[config.mk]
export PLATFORM = sky130hd
export DESIGN_NAME = pkt_release_gate
export DESIGN_NICKNAME = d
export VERILOG_FILES = /design/src/rtl/prg_pkg.sv /design/src/rtl/prg_len_accum.sv /design/src/rtl/prg_len_fifo.sv /design/src/rtl/prg_ctrl_regs.sv /design/src/rtl/pkt_release_gate.sv
export SDC_FILE = /design/constraint.sdc
export NUM_CORES = 1
export LEC_CHECK = 0
export CAP_MARGIN = 20
export CORE_MARGIN = 3
export CORE_UTILIZATION = 50
export DETAILED_ROUTE_END_ITERATION = 16
export DONT_BUFFER_PORTS = 1
export GPL_TIMING_DRIVEN = 0
export PLACE_DENSITY_LB_ADDON = 0.05
export SYNTH_ARGS = -nofsm -noshare
export SYNTH_HDL_FRONTEND = slang
export SYNTH_SLANG_ARGS = --single-unit
[constraint.sdc]
create_clock -name clk -period 4.79 [get_ports clk]
set_input_delay 0 -clock clk [delete_from_list [all_inputs] [get_ports clk]]
set_output_delay 0 -clock clk [all_outputs]
set_load 0.05 [all_outputs]
[src/rtl/prg_pkg.sv]
package prg_pkg;
  localparam int REG_AW = 2;
  localparam int REG_DW = 32;

  typedef enum logic [REG_AW-1:0] {
    WORD_STATUS = 2'd0,
    WORD_HEAD   = 2'd1,
    WORD_CTRL   = 2'd2,
    WORD_IRQ    = 2'd3
  } reg_word_e;

  localparam int BIT_RELEASE   = 0;
  localparam int BIT_SOFT_CLR  = 1;
  localparam int BIT_IRQ_EN    = 0;
  localparam int BIT_IRQ_STAT  = 1;
  localparam int BIT_GRANT     = 16;
endpackage

[src/rtl/prg_len_accum.sv]
module prg_len_accum #(
  parameter int KEEP_W = 4,
  parameter int LEN_W  = 16
) (
  input  logic              clk,
  input  logic              rst,
  input  logic              clr,
  input  logic              beat,
  input  logic              last,
  input  logic [KEEP_W-1:0] keep,
  output logic [LEN_W-1:0]  len_total
);
  logic [LEN_W-1:0] acc_q;
  logic [LEN_W-1:0] beat_bytes;

  always_comb begin
    beat_bytes = '0;
    for (int i = 0; i < KEEP_W; i++) begin
      beat_bytes = beat_bytes + LEN_W'(keep[i]);
    end
  end

  assign len_total = acc_q + beat_bytes;

  always_ff @(posedge clk) begin
    if (rst || clr) begin
      acc_q <= '0;
    end else if (beat) begin
      acc_q <= last ? '0 : len_total;
    end
  end
endmodule

[src/rtl/prg_len_fifo.sv]
module prg_len_fifo #(
  parameter int DEPTH = 8,
  parameter int LEN_W = 16,
  localparam int AW    = (DEPTH > 1) ? $clog2(DEPTH) : 1,
  localparam int CNT_W = $clog2(DEPTH + 1)
) (
  input  logic             clk,
  input  logic             rst,
  input  logic             clr,
  input  logic             push,
  input  logic [LEN_W-1:0] push_len,
  input  logic             pop,
  output logic [LEN_W-1:0] head_len,
  output logic [CNT_W-1:0] count,
  output logic             full,
  output logic             empty
);
  logic [LEN_W-1:0] mem [DEPTH];
  logic [AW-1:0]    wp_q, rp_q;
  logic [CNT_W-1:0] cnt_q;
  logic             do_push, do_pop;

  function automatic logic [AW-1:0] ptr_inc(input logic [AW-1:0] p);
    return (p == AW'(DEPTH - 1)) ? '0 : p + 1'b1;
  endfunction

  assign full    = (cnt_q == CNT_W'(DEPTH));
  assign empty   = (cnt_q == '0);
  assign do_push = push && !full;
  assign do_pop  = pop && !empty;
  assign count   = cnt_q;

  always_ff @(posedge clk) begin
    if (do_push) begin
      mem[wp_q] <= push_len;
    end
  end

  assign head_len = empty ? '0 : mem[rp_q];

  always_ff @(posedge clk) begin
    if (rst || clr) begin
      wp_q  <= '0;
      rp_q  <= '0;
      cnt_q <= '0;
    end else begin
      if (do_push) wp_q <= ptr_inc(wp_q);
      if (do_pop)  rp_q <= ptr_inc(rp_q);
      case ({do_push, do_pop})
        2'b10:   cnt_q <= cnt_q + 1'b1;
        2'b01:   cnt_q <= cnt_q - 1'b1;
        default: cnt_q <= cnt_q;
      endcase
    end
  end
endmodule

[src/rtl/prg_ctrl_regs.sv]
module prg_ctrl_regs
  import prg_pkg::*;
#(
  parameter int CNT_W = 4,
  parameter int LEN_W = 16
) (
  input  logic              clk,
  input  logic              rst,
  input  logic              reg_wr,
  input  logic [REG_AW-1:0] reg_addr,
  input  logic [REG_DW-1:0] reg_wdata,
  input  logic [CNT_W-1:0]  count,
  input  logic [LEN_W-1:0]  head_len,
  input  logic              arrive,
  input  logic              depart,
  output logic              soft_clr,
  output logic              grant,
  output logic              irq_en,
  output logic              irq,
  output logic [REG_DW-1:0] reg_rdata
);
  logic             rel_wr, clr_wr, en_wr;
  logic             grant_q, en_q, stat_q;
  logic [CNT_W-1:0] cnt_after;
  logic [REG_DW-1:0] rd_d;

  assign soft_clr = reg_wr && (reg_addr == WORD_CTRL) && reg_wdata[BIT_SOFT_CLR];
  assign rel_wr   = reg_wr && (reg_addr == WORD_CTRL) && reg_wdata[BIT_RELEASE];
  assign en_wr    = reg_wr && (reg_addr == WORD_IRQ);
  assign clr_wr   = en_wr && reg_wdata[BIT_IRQ_STAT];
  assign cnt_after = count + CNT_W'(arrive) - CNT_W'(depart);

  always_ff @(posedge clk) begin
    if (rst || soft_clr) begin
      grant_q <= 1'b0;
    end else if (depart) begin
      grant_q <= 1'b0;
    end else if (rel_wr && !grant_q && (count != '0)) begin
      grant_q <= 1'b1;
    end
  end

  always_ff @(posedge clk) begin
    if (rst) begin
      en_q <= 1'b0;
    end else if (en_wr) begin
      en_q <= reg_wdata[BIT_IRQ_EN];
    end
  end

  always_ff @(posedge clk) begin
    if (rst || soft_clr) begin
      stat_q <= 1'b0;
    end else if (clr_wr) begin
      stat_q <= arrive || (cnt_after != '0);
    end else if (arrive) begin
      stat_q <= 1'b1;
    end
  end

  always_comb begin
    rd_d = '0;
    case (reg_word_e'(reg_addr))
      WORD_STATUS: begin
        rd_d[CNT_W-1:0]  = count;
        rd_d[BIT_GRANT]  = grant_q;
      end
      WORD_HEAD:   rd_d[LEN_W-1:0] = head_len;
      WORD_IRQ: begin
        rd_d[BIT_IRQ_EN]   = en_q;
        rd_d[BIT_IRQ_STAT] = stat_q;
      end
      default:     rd_d = '0;
    endcase
  end

  always_ff @(posedge clk) begin
    if (rst) begin
      reg_rdata <= '0;
    end else begin
      reg_rdata <= rd_d;
    end
  end

  assign grant  = grant_q;
  assign irq_en = en_q;
  assign irq    = stat_q && en_q;
endmodule

[src/rtl/pkt_release_gate.sv]
module pkt_release_gate
  import prg_pkg::*;
#(
  parameter int DATA_W = 32,
  parameter int LEN_W  = 16,
  parameter int DEPTH  = 8,
  localparam int KEEP_W = DATA_W / 8,
  localparam int CNT_W  = $clog2(DEPTH + 1)
) (
  input  logic              clk,
  input  logic              rst,
  input  logic              st_tvalid,
  output logic              st_tready,
  input  logic [KEEP_W-1:0] st_tkeep,
  input  logic              st_tlast,
  input  logic              buf_tvalid,
  output logic              buf_tready,
  input  logic [DATA_W-1:0] buf_tdata,
  input  logic [KEEP_W-1:0] buf_tkeep,
  input  logic              buf_tlast,
  output logic              dma_tvalid,
  input  logic              dma_tready,
  output logic [DATA_W-1:0] dma_tdata,
  output logic [KEEP_W-1:0] dma_tkeep,
  output logic              dma_tlast,
  input  logic              reg_wr,
  input  logic [REG_AW-1:0] reg_addr,
  input  logic [REG_DW-1:0] reg_wdata,
  output logic [REG_DW-1:0] reg_rdata,
  output logic              irq
);
  logic             q_full, q_empty;
  logic [CNT_W-1:0] pend_cnt;
  logic [LEN_W-1:0] head_len, pkt_len;
  logic             store_hs, arrive, depart;
  logic             soft_clr, grant, irq_en;

  assign st_tready  = !q_full;
  assign store_hs   = st_tvalid && st_tready;
  assign arrive     = store_hs && st_tlast;

  assign dma_tvalid = buf_tvalid && grant;
  assign buf_tready = dma_tready && grant;
  assign dma_tdata  = buf_tdata;
  assign dma_tkeep  = buf_tkeep;
  assign dma_tlast  = buf_tlast;
  assign depart     = dma_tvalid && dma_tready && buf_tlast;

  prg_len_accum #(.KEEP_W(KEEP_W), .LEN_W(LEN_W)) accum_i (
    .clk       (clk),
    .rst       (rst),
    .clr       (soft_clr),
    .beat      (store_hs),
    .last      (st_tlast),
    .keep      (st_tkeep),
    .len_total (pkt_len)
  );

  prg_len_fifo #(.DEPTH(DEPTH), .LEN_W(LEN_W)) lenq_i (
    .clk      (clk),
    .rst      (rst),
    .clr      (soft_clr),
    .push     (arrive),
    .push_len (pkt_len),
    .pop      (depart),
    .head_len (head_len),
    .count    (pend_cnt),
    .full     (q_full),
    .empty    (q_empty)
  );

  prg_ctrl_regs #(.CNT_W(CNT_W), .LEN_W(LEN_W)) regs_i (
    .clk       (clk),
    .rst       (rst),
    .reg_wr    (reg_wr),
    .reg_addr  (reg_addr),
    .reg_wdata (reg_wdata),
    .count     (pend_cnt),
    .head_len  (head_len),
    .arrive    (arrive),
    .depart    (depart),
    .soft_clr  (soft_clr),
    .grant     (grant),
    .irq_en    (irq_en),
    .irq       (irq),
    .reg_rdata (reg_rdata)
  );

  logic unused_empty;
  assign unused_empty = q_empty;
endmodule

==> summary.md <==
| Metric | Value |
|---|---|
| Hold_buf cts | 13 |
| Reg clk slew, reported paths | roughly 60 ps |
| Post-CTS sizing | 0 |
| Hold EP | accum_i.acc_q[9]$_SDFFE_PP0N_ |
| HPWL Detailed | ~11 mm |
| Via/cell ratio | ~5.6 |
| R2R depth | 13 |
| Final instance area | around 8900 um^2 |
| Cell taking the most area after synthesis | edfxtp_1 |
| Clk_skew | a little over 8 ps |
| Num rows | 44 |
| Clk buf depth | 2 |
| Initial antenna violation count | 0 |
| Synth warn | 0 |
| Die H | 130.3 um |
| Worst r2r src | lenq_i.count[2]$_SDFFE_PP0P_ |
| Slew HR | between 30% and 40% |
| FF-to-FF End | lenq_i.count[3]$_SDFFE_PP0P_ |
| Critical hold path startpoint | st_tvalid |
| Core Footprint | ~15000 um^2 |
| CTS tree | done |
| Critical path type | flop to flop |
| Final min period | between 3000 and 4000 ps |
| Min-delay worst type | primary input to flop |
| Total power | 3.277 mW |
| Slew Limit Fails | 0 |
| Routed wire length | between 15 and 20 mm |
| M3 GR Usage | about 4.6% |
| Die Span X | approximately 130 um |
| Vias in the first global route | between 4k and 5k |
| Post-synth EDFFs | approximately 130 |
| Buffers on Ports | 0 |
| Placed inst area | a little over 8000 um^2 |
| DR WL/cell | ~20 um |
| Worst setup path start | lenq_i.count[2]$_SDFFE_PP0P_ |
| Post-Syn Area | between 7000 and 8000 um^2 |
| Met2 GRT Util | about a third |
| Syn avg cell area | between 10 and 15 um^2 |
| Initial Util | a little over half |
| Crit share post-route | between 60% and 70% |
| Total of flip-flops plus latches after synthesis | between 150 and 200 |
| Detailed router's first-iteration violation count | approximately 240 |
| Fraction of layout cells with a size suffix above 1 | between 20% and 30% |
| NumNets Final | roughly 690 |
| Async set-or-reset flop fraction in the synthesized netlist | 0% |
| Clock latency on the worst-skew pair | 430 ps |
| CTS Buf Count | 17 |
| Top post-synthesis cells by area | edfxtp_1, dfxtp_1, mux4_2, buf_4, ha_1 |
| Status | finished clean |
| Pin count of the biggest net entering global routing | 17 |
| Clk root buf | clkbuf_16 |
| Tightest Pin Transition | 914.2 ps |
| Top-level I/O count | around 160 |
| Final hold violations | 0 |
| Crit-path max FO | 9 |
| GPL Wtd Cong | 0.8109 |
| WP data arrival | around 3600 ps |
| Most used routing layer | met2 |
| Unrepaired setup endpoints after global routing | no |
| GRT Total Usage | between 10% and 20% |
| Flop2flop setup slack | roughly 1500 ps |
| Post-CTS setup buffer count | 0 |
| WP data required | 5140 ps |
| Drt drc | 0 |
| Leakage | approximately 3.2 nW |
| H-tree levels | 4 |
| Clock sink total | about 180 |
| Startpoint types | flop |
| TNS Setup | 0 ps |
| # fillers | 1136 |
| Fmax | roughly 300 MHz |
| Router iterations before antenna repair | 5 |
| Post-synth top area share | 49.75% |
| Setup violators final | 0 |
| P per Cell Area | about 370 nW/um^2 |
| Post-Synthesis Cells | roughly 530 |
| Vias | 4394 |
| Final hold slack | 36.06 ps |
| Hold Crit Depth | 3 |
| Die area | around 17000 um^2 |
| Number of max-cap violations | 0 |
| Antenna Nets Post-Route | 0 |
| Top FF cell, synth | edfxtp_1 |
| Distinct cells, synth | 48 |
| Met1 usage | 27.72% |
| Layout area overhead | 15.71% |
| First-pass GRT wire length | 24.50 mm |
| Total grt overflow | 0 |
| CP Capture Type | flop |
| Core Util, Final | between 60 and 70% |
| Peak VDD IR | 0.2469 mV |
| Register area share after synthesis | a little over three fifths |
[cell usage in the layout (no fill, tap or decap), types with 9 or more instances in the layout]
cell / netlist / final
mux2i_1: 21 / 21
clkbuf_1: 7 / 9
conb_1: 1 / 15
a21oi_1: 23 / 23
ha_1: 18 / 18
o21ai_0: 14 / 14
nor2_1: 38 / 35
dlygate4sd3_1: 0 / 13
dfxtp_1: 49 / 49
nand2_1: 18 / 18
mux4_2: 32 / 32
xor2_1: 11 / 11
buf_4: 54 / 56
edfxtp_1: 128 / 128
clkbuf_16: 0 / 20
inv_1: 19 / 19
[cell usage after synthesis (2+ instances only)]
master,n
buf_6,2
a21o_1,2
nand3_2,2
or3_1,7
nand2_1,18
nor3_1,6
edfxtp_1,128
a31oi_1,5
a22oi_1,4
nand4_2,2
dfxtp_1,49
and2_1,8
buf_2,7
xor2_1,11
inv_1,19
mux4_2,32
ha_1,18
buf_4,54
clkbuf_1,7
fa_1,4
a21oi_2,2
a21oi_1,23
a41oi_1,3
nor2_1,38
nand3b_1,3
nand2b_1,3
mux2i_1,21
and3_1,6
xnor2_1,8
nand3_1,7
o21ai_0,14
o22ai_1,3
[sequential cells by signal, summed over array words and instances, names as in the netlist, named ones only]
signal,flops
regs_i.reg_rdata,17
lenq_i.wp_q,3
regs_i.stat_q,1
lenq_i.count,4
regs_i.irq_en,1
lenq_i.mem,128
regs_i.grant,1
lenq_i.rp_q,3
accum_i.acc_q,16
[where the power goes]
part	switching, mW	internal, mW	total [mW]
logic	0.172	0.0759	0.248
registers	0.0161	1.66	1.68
clock network	0.564	0.789	1.35
[worst max-delay path, cell delays in order, from the launching register on]
cell and delay (ps):
dfxtp_1 440, inv_1 120, ha_1 210, or3b_4 360
nand2_1 220, nor2_2 300, inv_2 170, ha_1 250
ha_1 280, a21o_1 170, a21oi_1 160, xnor2_1 90
or3_1 310, a21oi_1 140
[worst max-delay path by stage]
stage                                         to  slack (ps)
floorplan             lenq_i.mem[0][0]$_DFFE_PP_        1380
global placement     lenq_i.mem[0][14]$_DFFE_PP_        -590
detailed placement  lenq_i.count[3]$_SDFFE_PP0P_        1470
CTS                 lenq_i.count[3]$_SDFFE_PP0P_        1450
global route        lenq_i.count[3]$_SDFFE_PP0P_        1220
finish              lenq_i.count[3]$_SDFFE_PP0P_        1500
[cell type report]
| class | count | area (um^2) | area share (%) |
|---|---|---|---|
| Antenna cell | 1 | 2.502 | 0.02799 |
| Buffer | 71 | 493.0 | 5.514 |
| Clock buffer | 24 | 535.5 | 5.990 |
| Clock inverter | 8 | 63.81 | 0.7138 |
| Inverter | 20 | 75.07 | 0.8397 |
| Multi-Input combinational cell | 278 | 2420 | 27.07 |
| Sequential cell | 177 | 4825 | 53.97 |
| Tap cell | 184 | 230.2 | 2.575 |
| Timing Repair Buffer | 24 | 295.3 | 3.303 |
[kinds of logic (layout without fill, tap and decap cells)]
group | Yosys count | in the layout | synth area share [%]
xor gates and xnor gates | 19 | 19 | 2.154
AOI/OAI and AO/OA | 60 | 60 | 4.713
adders and majority gates | 22 | 22 | 3.952
DFF | 177 | 177 | 62.45
buffers and inverters | 91 | 147 | 7.352
other | 1 | 16 | 0.04854
muxes | 53 | 53 | 12.05
and+or+nand+nor | 109 | 109 | 7.288
[metal layers]
| metal | wire length [um] | vias up | part of all wire (%) |
|---|---|---|---|
| met2 | 7569 | 156 | 48 |
| met4 | 216 | 0 | 1.4 |
| met5 | 0 | - | 0 |
| li1 | - | 2027 | - |
| met3 | 828 | 18 | 5.3 |
| met1 | 7149 | 2193 | 45 |
[per-stage QoR]
stage	std cells	setup WS, ps
2_1_floorplan	546	1379
3_3_place_gp	730	-591.6
3_5_place_dp	741	1474
4_1_cts	786	1447
5_1_grt	786	1223
6_report	787	1499
No activity file was read; power rests on OpenSTA's default activity.
